[config.mk]
export PLATFORM = sky130hd
export DESIGN_NAME = wsdma_channel
export DESIGN_NICKNAME = d
export VERILOG_FILES = /design/src/rtl/wsdma_pkg.sv /design/src/rtl/wsdma_wait_ctr.sv /design/src/rtl/wsdma_xfer_ctr.sv /design/src/rtl/wsdma_channel.sv
export SDC_FILE = /design/constraint.sdc
export NUM_CORES = 1
export LEC_CHECK = 0
export ABC_CLOCK_PERIOD_IN_PS = 4190
export BUFFER_PORTS_ARGS = -buffer_cell sky130_fd_sc_hd__buf_2
export CAP_MARGIN = 20
export CORE_ASPECT_RATIO = 1.5
export CORE_MARGIN = 5
export CORE_UTILIZATION = 57
export CTS_BUF_LIST = sky130_fd_sc_hd__clkbuf_4 sky130_fd_sc_hd__clkbuf_8
export CTS_CLUSTER_SIZE = 24
export DETAILED_ROUTE_END_ITERATION = 8
export PLACE_DENSITY = 0.85
export SETUP_SLACK_MARGIN = 0.1
export SLEW_MARGIN = 20
export SYNTH_ARGS = -nofsm -noshare
export SYNTH_HDL_FRONTEND = slang
export SYNTH_SLANG_ARGS = --single-unit
[constraint.sdc]
create_clock -name clk -period 4.19 [get_ports clk]
set_clock_uncertainty 0.1 [all_clocks]
set_input_delay 0.838 -clock clk [delete_from_list [all_inputs] [get_ports clk]]
set_output_delay 0.838 -clock clk [all_outputs]
set_load 0.01 [all_outputs]
[src/rtl/wsdma_pkg.sv]
package wsdma_pkg;

    typedef enum logic [2:0] {
        ST_IDLE  = 3'd0,
        ST_ARMED = 3'd1,
        ST_FETCH = 3'd2,
        ST_STORE = 3'd3,
        ST_HOLD  = 3'd4
    } wsdma_state_e;

    localparam int TBL_W = 2;

    // Hold-off table: normal mode 0 (to memory) / 3 (to peripheral),
    // fast mode 1 (to memory) / 2 (to peripheral).
    function automatic logic [TBL_W-1:0] wsdma_table_wait(input logic fast,
                                                          input logic to_periph);
        logic [TBL_W-1:0] w;
        unique case ({fast, to_periph})
            2'b00:   w = 2'd0;
            2'b01:   w = 2'd3;
            2'b10:   w = 2'd1;
            default: w = 2'd2;
        endcase
        return w;
    endfunction

endpackage

[src/rtl/wsdma_wait_ctr.sv]
module wsdma_wait_ctr #(
    parameter int WW = 2
) (
    input  logic          clk,
    input  logic          rst_n,
    input  logic          load_i,
    input  logic [WW-1:0] load_val_i,
    input  logic          tick_i,
    output logic          last_o
);

    logic [WW-1:0] cnt_d, cnt_q;

    always_comb begin
        cnt_d = cnt_q;
        if (load_i) begin
            cnt_d = load_val_i;
        end else if (tick_i) begin
            cnt_d = cnt_q - 1'b1;
        end
    end

    always_ff @(posedge clk or negedge rst_n) begin
        if (!rst_n) begin
            cnt_q <= '0;
        end else begin
            cnt_q <= cnt_d;
        end
    end

    assign last_o = (cnt_q == WW'(1));

    AST_TICK_NONZERO: assert property (@(posedge clk) disable iff (!rst_n)
        tick_i |-> (cnt_q != '0));

    AST_NO_LOAD_WHILE_TICK: assert property (@(posedge clk) disable iff (!rst_n)
        !(load_i && tick_i));

endmodule

[src/rtl/wsdma_xfer_ctr.sv]
module wsdma_xfer_ctr #(
    parameter int CW = 16,
    parameter int AW = 32,
    parameter int DW = 32
) (
    input  logic          clk,
    input  logic          rst_n,
    input  logic          load_i,
    input  logic [CW-1:0] cnt_val_i,
    input  logic [AW-1:0] addr_val_i,
    input  logic          step_i,
    output logic [AW-1:0] addr_o,
    output logic          last_o,
    output logic          zero_o
);

    localparam int STRIDE = DW / 8;

    logic [CW-1:0] cnt_d, cnt_q;
    logic [AW-1:0] addr_d, addr_q;

    always_comb begin
        cnt_d  = cnt_q;
        addr_d = addr_q;
        if (load_i) begin
            cnt_d  = cnt_val_i;
            addr_d = addr_val_i;
        end else if (step_i) begin
            cnt_d  = cnt_q - 1'b1;
            addr_d = addr_q + AW'(STRIDE);
        end
    end

    always_ff @(posedge clk or negedge rst_n) begin
        if (!rst_n) begin
            cnt_q  <= '0;
            addr_q <= '0;
        end else begin
            cnt_q  <= cnt_d;
            addr_q <= addr_d;
        end
    end

    assign addr_o = addr_q;
    assign last_o = (cnt_q == CW'(1));
    assign zero_o = (cnt_q == '0);

    AST_NO_UNDERFLOW: assert property (@(posedge clk) disable iff (!rst_n)
        step_i |-> (cnt_q != '0));

    AST_ADDR_STRIDE: assert property (@(posedge clk) disable iff (!rst_n)
        (step_i && !load_i) |=> (addr_q == $past(addr_q) + AW'(STRIDE)));

endmodule

[src/rtl/wsdma_channel.sv]
module wsdma_channel
    import wsdma_pkg::*;
#(
    parameter int AW = 32,
    parameter int DW = 32,
    parameter int CW = 16,
    parameter int WW = 2
) (
    input  logic          clk,
    input  logic          rst_n,
    input  logic          cfg_enable,
    input  logic          cfg_to_periph,
    input  logic          cfg_fast_mode,
    input  logic          cfg_use_table,
    input  logic [WW-1:0] cfg_wait,
    input  logic [CW-1:0] cfg_count,
    input  logic [AW-1:0] cfg_mem_addr,
    input  logic [AW-1:0] cfg_periph_addr,
    input  logic          periph_req,
    output logic          bus_rd,
    output logic          bus_wr,
    output logic [AW-1:0] bus_addr,
    output logic [DW-1:0] bus_wdata,
    input  logic [DW-1:0] bus_rdata,
    input  logic          bus_ready,
    output logic          busy,
    output logic          done
);

    typedef struct packed {
        wsdma_state_e  state;
        logic          en_prev;
        logic          to_periph;
        logic [WW-1:0] wait_n;
        logic [AW-1:0] paddr;
        logic [DW-1:0] data;
        logic          done;
    } ctl_t;

    ctl_t q, d;

    logic          start;
    logic [WW-1:0] wait_sel;
    logic          xfer_load, xfer_step, xfer_last, xfer_zero;
    logic          wait_load, wait_tick, wait_last;
    logic [AW-1:0] mem_addr;

    assign wait_sel = cfg_use_table ? WW'(wsdma_table_wait(cfg_fast_mode, cfg_to_periph))
                                    : cfg_wait;
    assign start    = cfg_enable && !q.en_prev && (cfg_count != '0);

    always_comb begin
        d         = q;
        d.en_prev = cfg_enable;
        d.done    = 1'b0;
        xfer_load = 1'b0;
        xfer_step = 1'b0;
        wait_load = 1'b0;
        wait_tick = 1'b0;
        unique case (q.state)
            ST_IDLE: begin
                if (start) begin
                    d.state     = ST_ARMED;
                    d.to_periph = cfg_to_periph;
                    d.wait_n    = wait_sel;
                    d.paddr     = cfg_periph_addr;
                    xfer_load   = 1'b1;
                end
            end
            ST_ARMED: begin
                if (!cfg_enable) begin
                    d.state = ST_IDLE;
                end else if (periph_req && !xfer_zero) begin
                    d.state = ST_FETCH;
                end
            end
            ST_FETCH: begin
                if (bus_ready) begin
                    d.data  = bus_rdata;
                    d.state = ST_STORE;
                end
            end
            ST_STORE: begin
                if (bus_ready) begin
                    xfer_step = 1'b1;
                    if (xfer_last) begin
                        d.done  = 1'b1;
                        d.state = ST_IDLE;
                    end else if (!cfg_enable) begin
                        d.state = ST_IDLE;
                    end else if (q.wait_n == '0) begin
                        d.state = ST_ARMED;
                    end else begin
                        wait_load = 1'b1;
                        d.state   = ST_HOLD;
                    end
                end
            end
            ST_HOLD: begin
                if (!cfg_enable) begin
                    d.state = ST_IDLE;
                end else begin
                    wait_tick = 1'b1;
                    if (wait_last) begin
                        d.state = ST_ARMED;
                    end
                end
            end
            default: d.state = ST_IDLE;
        endcase
    end

    always_ff @(posedge clk or negedge rst_n) begin
        if (!rst_n) begin
            q <= '{state: ST_IDLE, en_prev: 1'b0, to_periph: 1'b0, wait_n: '0,
                   paddr: '0, data: '0, done: 1'b0};
        end else begin
            q <= d;
        end
    end

    wsdma_xfer_ctr #(
        .CW(CW),
        .AW(AW),
        .DW(DW)
    ) u_xfer (
        .clk        (clk),
        .rst_n      (rst_n),
        .load_i     (xfer_load),
        .cnt_val_i  (cfg_count),
        .addr_val_i (cfg_mem_addr),
        .step_i     (xfer_step),
        .addr_o     (mem_addr),
        .last_o     (xfer_last),
        .zero_o     (xfer_zero)
    );

    wsdma_wait_ctr #(
        .WW(WW)
    ) u_wait (
        .clk        (clk),
        .rst_n      (rst_n),
        .load_i     (wait_load),
        .load_val_i (q.wait_n),
        .tick_i     (wait_tick),
        .last_o     (wait_last)
    );

    always_comb begin
        bus_addr = '0;
        if (q.state == ST_FETCH) begin
            bus_addr = q.to_periph ? mem_addr : q.paddr;
        end else if (q.state == ST_STORE) begin
            bus_addr = q.to_periph ? q.paddr : mem_addr;
        end
    end

    assign bus_rd    = (q.state == ST_FETCH);
    assign bus_wr    = (q.state == ST_STORE);
    assign bus_wdata = (q.state == ST_STORE) ? q.data : '0;
    assign busy      = (q.state != ST_IDLE);
    assign done      = q.done;

    AST_ONE_STROBE: assert property (@(posedge clk) disable iff (!rst_n)
        !(bus_rd && bus_wr));

    AST_READ_THEN_WRITE: assert property (@(posedge clk) disable iff (!rst_n)
        (bus_rd && bus_ready) |=> bus_wr);

    AST_WRITE_AFTER_READ: assert property (@(posedge clk) disable iff (!rst_n)
        $rose(bus_wr) |-> $past(bus_rd));

    AST_HOLD_MASKS_REQ: assert property (@(posedge clk) disable iff (!rst_n)
        (bus_wr && bus_ready && !xfer_last && q.wait_n != '0) |=> !bus_rd);

    AST_IDLE_AT_ZERO: assert property (@(posedge clk) disable iff (!rst_n)
        xfer_zero |-> (!bus_rd && !bus_wr));

    AST_DONE_PULSE: assert property (@(posedge clk) disable iff (!rst_n)
        done |=> !done);

    AST_DONE_AFTER_WRITE: assert property (@(posedge clk) disable iff (!rst_n)
        done |-> $past(bus_wr && bus_ready));

    AST_WAIT_LATCHED: assert property (@(posedge clk) disable iff (!rst_n)
        (busy && $past(busy)) |-> $stable(q.wait_n));

endmodule

=== After elaboration in Yosys (flattened, before gate mapping) ===
Cells that the tools add are included.

* Register bits: 122
* Bits of input ports: 122
* Output and inout bits: 68

* $add $sub $neg: 3
* Equality and inequality tests: 13
* Muxes and demuxes: 38
* Reduce and logical (&&, ||, !) cells: 16

{| class="wikitable"
|+ Operators with widths
! kind !! number
|-
| $mux 32 || 7
|-
| $add 32x3->32 const B || 1
|-
| $mux 16 || 2
|-
| $mux 3 || 10
|-
| $eq 16x1->1 const B || 1
|-
| $logic_not 16->1 || 1
|-
| $reduce_bool 16->1 || 1
|-
| $sub 16x1->16 const B || 1
|-
| $pmux 3 s5 || 1
|-
| $mux 1 || 14
|-
| $eq 3x2->1 const B || 2
|-
| $mux 2 || 3
|-
| $pmux 2 s3 || 1
|-
| $reduce_and 5->1 || 1
|-
| $eq 2x1->1 const B || 2
|-
| $logic_not 2->1 || 2
|-
| $ne 2x1->1 const B || 2
|-
| $reduce_and 2->1 || 2
|-
| $reduce_bool 2->1 || 2
|-
| $eq 3x1->1 const B || 1
|-
| $eq 3x3->1 const B || 1
|-
| $logic_and 1x1->1 || 3
|-
| $logic_not 3->1 || 1
|-
| $ne 3x2->1 const B || 1
|-
| 6 further kinds || 7
|}

=== Longest topological paths before layout ===
Gate-level depths: netlist of the first run.

* Depth after elaboration: 7
* Gate-level depth with buffers: 7
* Depth with buffers taken out: 6

=== Cells and area by module ===
Synthesis of the first run repeated with hierarchy kept, for this count alone.

* Cells, all modules: 660
* Area, all modules: 6458.7 µm²

{| class="wikitable"
|+ By module, submodules not included
! module !! instances !! cells an instance !! area each (µm²) !! sequential area each (µm²)
|-
| wsdma_channel || 1 || 344 || 3641.0 || 1801.7
|-
| wsdma_xfer_ctr || 1 || 306 || 2715.1 || 1201.2
|-
| wsdma_wait_ctr || 1 || 10 || 102.6 || 50.0
|}

=== Worst setup path after synthesis of the first run ===
Ideal clock, no wire load.

* Path kind: register -> output
* Start: register q[69] (netlist name)
* End: output port bus_addr[10]
* Arrival: 1431 ps
* Required time: 3252 ps
* Setup slack: 1821 ps
* Cell stages (with the launch flop): 6
* Buffers on the path: 2
* Cells stage by stage: dfrtp_1 buf_2 xor2_1 clkbuf_1 nand2_1 a21oi_1

* Cells in the longest elaborated chain, start to end: 3
* Elaborated cells between the ends (all ways): 4
* Those cells by class: 2 x eq/ne; 2 x mux

{| class="wikitable"
|+ RTL lines
! what !! RTL line !! text
|-
| start, declared || wsdma_channel.sv:40 || <nowiki>ctl_t q, d;</nowiki>
|-
| start signal, assigned || wsdma_channel.sv:115 || <nowiki>q <= '{state: ST_IDLE, en_prev: 1'b0, to_periph: 1'b0, wait_n: '0,</nowiki>
|-
| $eq 3x2->1 || wsdma_channel.sv:153 || <nowiki>end else if (q.state == ST_STORE) begin</nowiki>
|-
| $mux 32 || wsdma_channel.sv:153 ||
|-
| $mux 32 (*) || wsdma_channel.sv:151 || <nowiki>if (q.state == ST_FETCH) begin</nowiki>
|-
| end, declared || wsdma_channel.sv:22 || <nowiki>output logic [AW-1:0] bus_addr,</nowiki>
|}

Mark *: on every way between the ends. The rest lies on a longest branch, timed or not.

=== Worst setup path in the final report of the first run ===
* Start: register q[71] (netlist name)
* End: output port bus_addr[19]

Same word-level chain as after synthesis.

==> summary.txt, run 1 <==
Run status
  • Status: complete, no violations

Logic synthesis
  • Seq/Total Area, Yosys: 47.9%
  • XOR/XNOR share of the synthesized area: 3.30%
  • Yosys reg bits: approximately 120
  • Synth Flop Type: dfrtp_1
  • Post-synth top area share: around 48%
  • Post-synthesis cell count: between 700 and 800
  • Post-Syn Area: 6380 sq um
  • Post-synthesis simple-gate area fraction: a little over a quarter
  • Post-synthesis compound-gate area fraction: approximately 11%
  • Yosys cell types: 55
  • YS warnings: 0
  • Syn Nets: between 800 and 900
  • Syn Area/Cell: slightly below 9 sq um
  • Largest family of logic cells by synthesized area: simple AND/OR/NAND/NOR gates
  • Number of flops mapped to enable cells by yosys: 0
  • Post-synth ARST share: between 90% and 100%
  • Mux cell area share after synthesis: 6.18%
  • Post-synth top area cell: dfrtp_1
  • Synth top area cells: dfrtp_1, nand2_1, mux2_2
  • Post-Synth Adder-Cell Area: 1.37%

Worst setup path
  • Worst EP arrival: roughly 2.4 ns
  • Worst endpoint required time: ~3.3 ns
  • Worst-path maximum fanout: 24
  • Critical path class: flip-flop to output pin
  • FF-to-FF path depth: 4
  • Crit. End Element: output pin
  • FF-to-FF Start: q[70]$_DFFE_PN0P_
  • Setup crit start kind: flip-flop
  • R2r setup slk: roughly 1.6 ns
  • Capturing point of the worst reg2reg path: u_xfer.addr_o[16]$_DFFE_PN0P_

Place
  • Dpl hpwl: ~12,000 microns
  • I/O Buffers: 189
  • # placed instances: slightly above 1,000
  • RePlAce Congestion: between 0.8 and 0.9

Route
  • Met2 WL: 8590 microns
  • WL met1: 6400 microns
  • Wirelength per Cell: between 15 and 20 microns
  • Met3 WL: approximately 1300 microns
  • Residual DRC: 0
  • DR vias/cell: 5.59
  • Final wirelength: 16,700 microns
  • Antenna Nets Post-Route: 0
  • Top Metal Used: met4
  • TritonRoute pass-1 iters: 5
  • Initial DRC Count: 320
  • DR vias: 5,916

Floorplanning
  • Core Region: 11,000 sq um
  • Die ar.: approximately 13,000 sq um
  • Initial Util: 58.0%
  • Core Rows: 47
  • I/O pin count: 190
  • Chip width: 96.4 microns
  • Die H: approximately 140 microns

Pwr
  • Pwr Density: ~680 nW/um^2
  • Sw Ratio: between 40% and 50%
  • Pleak: 3.86 nW
  • Sw Pwr: around 2.2 mW
  • VDD IR-drop max: between 300 and 400 uV
  • Clock network fraction of design power: a little under a fifth
  • Comb pwr share: 40.3%
  • Cell Int Power: roughly 3.1 mW
  • Sequential Power Share: just over 40%

Timing
  • Final min period: about 3.3 ns
  • Actual slew at the worst max-slew pin: about 1.0 ns
  • Fmax: ~300 MHz
  • Unrepaired setup endpoints after global routing: false
  • Setup_tns: 0 ns
  • Slew Limit Headroom: between 30% and 40%
  • Max Slew Vio Count: 0
  • Final hold violation count: 0
  • Final setup fails: 0
  • Period utilization: between 70% and 80%

Global route
  • Antenna violations before repair: 0
  • Pin count of the biggest net entering global routing: between 100 and 150
  • Grt ovf: 0
  • Tot GR Track Use: 25.1%
  • Vias in the first global route: ~5,800
  • First-pass GRT wire length: 26,700 microns

Clocking
  • H-Tree Depth: 4
  • Post_cts resized: 0
  • Postcts setup bufs: 0
  • CTS sink cnt: between 100 and 150
  • TritonCTS clock tree: built
  • CTS hold repair buffers: 0
  • Clk Tree Root Cell: clkbuf_8
  • Clk buf depth: 2
  • Worst-path clk slew: roughly 0.070 ns
  • TritonCTS Buffers: 17
  • Skew-Pair Late Insertion Delay: 0.44 ns

Run
  • Max Cap Violations: 0

Cells and area
  • Share of cells above drive strength 1: 31.6%
  • Ant. Diodes: 0
  • Syn-to-layout area delta: 22.6%
  • Layout Nets: between 1,000 and 1,500
  • Finished Layout Cells: about 1,100

Worst hold path
  • Worst Hold Class: input pin to asynchronous set/reset pin
[logic make-up after synthesis]
kind of cell    after synthesis
mux                          35
fa+ha+maj                     7
xor+xnor                     24
flops                       122
simple gates                369
compound gates              112
buf+inv                      55
[Yosys cell counts, drive strengths merged (2+ instances only)]
library cell	instances
nand2	225
dfrtp	122
a21oi	38
and3	37
clkbuf	36
o21ai	36
mux2	35
nand3	25
nor2	17
xor2	15
nand4	13
nor4	12
o211ai	12
inv	11
nor3	11
xnor2	9
buf	8
ha	7
or3	6
or4	5
or2	4
a221o	3
and2	3
nand2b	3
o311ai	3
a211oi	2
a22oi	2
a311oi	2
nand3b	2
nor2b	2
o221a	2
o221ai	2
o22ai	2
o31a	2
o32ai	2
[worst max-delay path by stage]
stage               slack (ns)         startpoint  depth (start not counted)                       endpoint
floorplan                 1.82  q[69]$_DFFE_PN0P_                          5                   bus_addr[10]
global placement          1.33         cfg_enable                          5  u_xfer.addr_o[16]$_DFFE_PN0P_
detailed placement        1.22         cfg_enable                          5  u_xfer.addr_o[16]$_DFFE_PN0P_
CTS                       0.91  q[71]$_DFFE_PN0P_                          4                   bus_addr[19]
global route              0.80  q[71]$_DFFE_PN0P_                          4                   bus_addr[11]
finish                    0.89  q[71]$_DFFE_PN0P_                          4                   bus_addr[19]
[power by group through the flow]
stage	registers [mW]	clock network [mW]	logic, mW
6_report	2.19	0.977	2.13
5_1_grt	2.26	1.05	2.40
4_1_cts	2.17	0.994	2.16
3_5_place_dp	2.19	0	2.15
3_3_place_gp	2.16	0	2.08
2_1_floorplan	2.05	0	1.57
[registers in the layout (all words and copies together) (netlist names)]
name           count
done               1
q                 71
u_wait.cnt_q       2
u_xfer.addr_o     32
u_xfer.cnt_q      16
[cell type report]
class | count | area [sq um]
Multi-Input combinational cell | 547 | 3130
Clock buffer | 18 | 248
Inverter | 11 | 41.3
Sequential cell | 122 | 3050
Clock inverter | 14 | 123
Timing Repair Buffer | 200 | 1040
Tap cell | 147 | 184
Fill cell | 899 | 3180
[critical path, stage by stage, from the launching register on]
cell and delay (ns):
dfrtp_1 0.54, nand2b_1 0.86, buf_4 0.32, a21oi_1 0.07, buf_2 0.15
[layer usage]
layer | GRT usage (%) | vias up
li1 | - | 2846
met1 | 30.0 | 2801
met2 | 43.2 | 231
met3 | 6.21 | 38
met4 | 8.57 | 0
met5 | 0 | -
[metrics by stage]
step | setup WS [ns] | total power, mW | area, sq um | util (%) | hold slack (ns)
2_1_floorplan | 1.82 | 3.62 | 6380 | - | 0.346
5_1_grt | 0.799 | 5.71 | 7820 | 71.1 | 0.393
4_1_cts | 0.911 | 5.32 | 7820 | 71.1 | 0.370
3_5_place_dp | 1.22 | 4.34 | 7450 | 67.7 | 0.362
3_3_place_gp | 1.33 | 4.24 | 7450 | 67.7 | 0.357
6_report | 0.886 | 5.30 | 7820 | 71.1 | 0.356
[cells in the final DEF, fill, tap and decap left out, types with 11 or more instances in the layout]
master,netlist,routed
nand4_1,13,13
o211ai_1,11,11
nand3_1,25,24
mux2_2,35,35
buf_4,1,11
dfrtp_1,122,122
clkbuf_8,0,18
nor3_1,11,11
and3_1,37,36
o21ai_0,32,32
nor2_1,17,17
a21oi_1,38,38
nand2_1,225,225
buf_2,4,188
inv_1,11,11
xor2_1,15,14
(Power assumes the default switching activity.)
==> run 2, diff against run 1 <==
ABC_CLOCK_PERIOD_IN_PS = 2800   (was 4190)
CORE_UTILIZATION = 49   (was 57)
PLACE_DENSITY = 0.77   (was 0.85)
clock period = 2.8 ns   (was 4.19 ns; I/O delays follow)
==> summary.txt, run 2 (synthesis gave the netlist of run 1 again) <==
Timing
  • Fmax: 394 MHz
  • Final worst slack: 0.264 ns (was 0.886 ns)
  • Final setup fails: 0 (unchanged)
  • Setup_tns: 0 ns (unchanged)
  • Unrepaired setup endpoints after global routing: false (unchanged)
  • Slew Limit Headroom: 52.3% (was 30.2%)
  • Final min period: 2.54 ns
  • Period utilization: roughly nine tenths
  • Actual slew at the worst max-slew pin: 0.716 ns (was 1.05 ns)
  • Max Slew Vio Count: 0 (unchanged)
  • Final hold violation count: 0 (unchanged)

Cells and area
  • Largest register by flop count: q (unchanged)
  • Syn-to-layout area delta: 25.1% (was 22.6%)
  • Layout Nets: 1,037 (was 1,028)
  • Share of cells above drive strength 1: 32.2% (was 31.6%)
  • Final Util: 61.9% (was 71.1%)
  • Max reg flops: 71 (unchanged)
  • Commonest non-fill, non-tap cell in the layout: nand2_1 (unchanged)
  • Most frequent cells in the layout: nand2_1, buf_2, dfrtp_1 (unchanged)
  • Design area: 7980 sq um (was 7820 sq um)

Clocking
  • Worst-path clk slew: 0.08 ns (was 0.07 ns)
  • Clk buf depth: 2 (unchanged)
  • H-Tree Depth: 4 (unchanged)
  • Skew-Pair Late Insertion Delay: 0.43 ns (was 0.44 ns)
  • Clk Tree Root Cell: clkbuf_8 (unchanged)
  • TritonCTS Buffers: 17 (unchanged)
  • TritonCTS clock tree: built (unchanged)
  • CTS sink cnt: 122 (unchanged)
  • Postcts setup bufs: 0 (unchanged)

Route
  • Initial DRC Count: 341 (was 320)
  • Antenna Nets Post-Route: 0 (unchanged)
  • DR vias/cell: 5.41 (was 5.59)
  • TritonRoute pass-1 iters: 5 (unchanged)
  • Residual DRC: 0 (unchanged)
  • Wirelength per Cell: 15.7 microns (about the same)
  • DR vias: 5,856 (was 5,916)
  • Final wirelength: 17,000 microns (was 16,700 microns)

Worst setup path
  • Worst endpoint required time: 2.14 ns (was 3.25 ns)
  • Worst-path maximum fanout: 22 (was 24)
  • Crit-path max cell delay: 0.50 ns (was 0.86 ns)
  • Slowest CP cell: dfrtp_1 (was nand2b_1)
  • Worst EP arrival: 1.88 ns (was 2.37 ns)
  • Critical path class: flip-flop to output pin (unchanged)
  • CP startpoint: q[69]$_DFFE_PN0P_ (was q[71]$_DFFE_PN0P_)
  • Crit. End Element: output pin (unchanged)
  • Setup crit start kind: flip-flop (unchanged)
  • CP Cell Sequence: xnor2_2 > buf_4 > nand2_1 > a21oi_1 > buf_2 (was nand2b_1 > buf_4 > a21oi_1 > buf_2)
  • FF-to-FF Start: u_xfer.cnt_q[2]$_DFFE_PN0P_ (was q[70]$_DFFE_PN0P_)

Place
  • RePlAce Congestion: 0.849 (was 0.821)
  • I/O Buffers: 189 (unchanged)
  • Worst slack at placement: 0.293 ns (was 1.22 ns)
  • Placed inst area: 7540 sq um (was 7450 sq um)
  • Dpl hpwl: 12,200 microns (was 12,000 microns)

Floorplanning
  • Die H: 150 microns (was 140 microns)
  • Core Region: 12,900 sq um (was 11,000 sq um)
  • Die ar.: 15,400 sq um (was 13,400 sq um)
  • Chip width: 103 microns (was 96.4 microns)
  • I/O pin count: 190 (unchanged)
  • Initial Util: 49.5% (was 58.0%)
  • Core Rows: 51 (was 47)

Pwr
  • Pwr Density: 1030 nW/um^2 (was 678 nW/um^2)
  • Pleak: 3.95 nW (was 3.86 nW)
  • VDD IR-drop max: 519 uV (was 364 uV)

Worst hold path
  • Worst Hold Class: input pin to asynchronous set/reset pin (unchanged)

Global route
  • Pin count of the biggest net entering global routing: 123 (was 104)
  • Global-route met3 utilization: 4.90% (was 6.21%)
  • Vias in the first global route: 5,753 (was 5,806)
  • GR Layer Usage met2: 37.0% (was 43.2%)
  • Antenna violations before repair: 2 (was 0)
  • First-pass GRT wire length: 27,000 microns (was 26,700 microns)
  • Met1 usage: 26.8% (was 30.0%)
  • Busiest metal layer after global routing: met2 (unchanged)
  • Grt ovf: 0 (unchanged)
  • Tot GR Track Use: 22.2% (was 25.1%)

Run
  • Max Cap Violations: 0 (unchanged)

Run status
  • Status: complete, no violations (unchanged)
==> run 2: path summary, 6_finish.rpt <==
check                                           endpoint  slack, ns  cells after the start
max reg2reg                 u_xfer.cnt_q[11]$_DFFE_PN0P_       0.33                      5
max                                         bus_addr[10]       0.26                      5
max in group asynchronous  u_xfer.addr_o[19]$_DFFE_PN0P_       2.00                      2
min                                    q[36]$_DFFE_PN0P_       0.13                      2
min reg2reg                            q[46]$_DFFE_PN0P_       0.37                      2
min in group clk                         q[68]$_DFF_PN0_       0.21                      1
==> run 2: layout make-up <==
| class | instances | area [sq um] |
|---|---|---|
| clock buffers | 21 | 283 |
| well taps | 159 | 199 |
| inverters | 11 | 41.3 |
| multi-input cells | 547 | 3130 |
| clock inverters | 11 | 143 |
| fillers | 1136 | 4910 |
| repair buffers | 209 | 1130 |
| flip-flops and latches | 122 | 3050 |
| diodes | 2 | 5.00 |
==> run 2: per-stage QoR <==
stage / instances / total power [mW] / hold slack [ns]
3_3_place_gp: 1048 / 6.46 / 0.358
4_1_cts: 1080 / 8.26 / 0.156
5_1_grt: 1082 / 8.82 / 0.179
6_report: 1082 / 8.20 / 0.129
3_5_place_dp: 1048 / 6.55 / 0.362
2_1_floorplan: 724 / 5.41 / 0.164
==> run 2: where the power goes <==
group | switching [mW] | internal (mW) | leakage [nW]
Sequential | 0.677 | 2.59 | 1.50
Clock | 0.720 | 0.960 | 0.215
Combinational | 1.85 | 1.41 | 2.23
==> run 2: worst max-delay path: cells and delay by family (launching register included) <==
kind	cells	cell delay, ns
AOI/OAI and AO/OA	1	0.17
xor gates and xnor gates	1	0.24
buffers and inverters	2	0.45
DFF	1	0.50
and+or+nand+nor	1	0.09
==> run 2: metal layers <==
| metal | part of all wire (%) | up-vias |
|---|---|---|
| met3 | 6.2 | 29 |
| met4 | 2.7 | 0 |
| met2 | 52 | 174 |
| met1 | 39 | 2781 |
| li1 | - | 2872 |
| met5 | 0 | - |
==> run 2: timing repair <==
| action | CTS | global route |
|---|---|---|
| resized for setup | 0 | 1 |
| hold buffers | 0 | 0 |
| endpoints found under the setup margin | 0 | 15 |
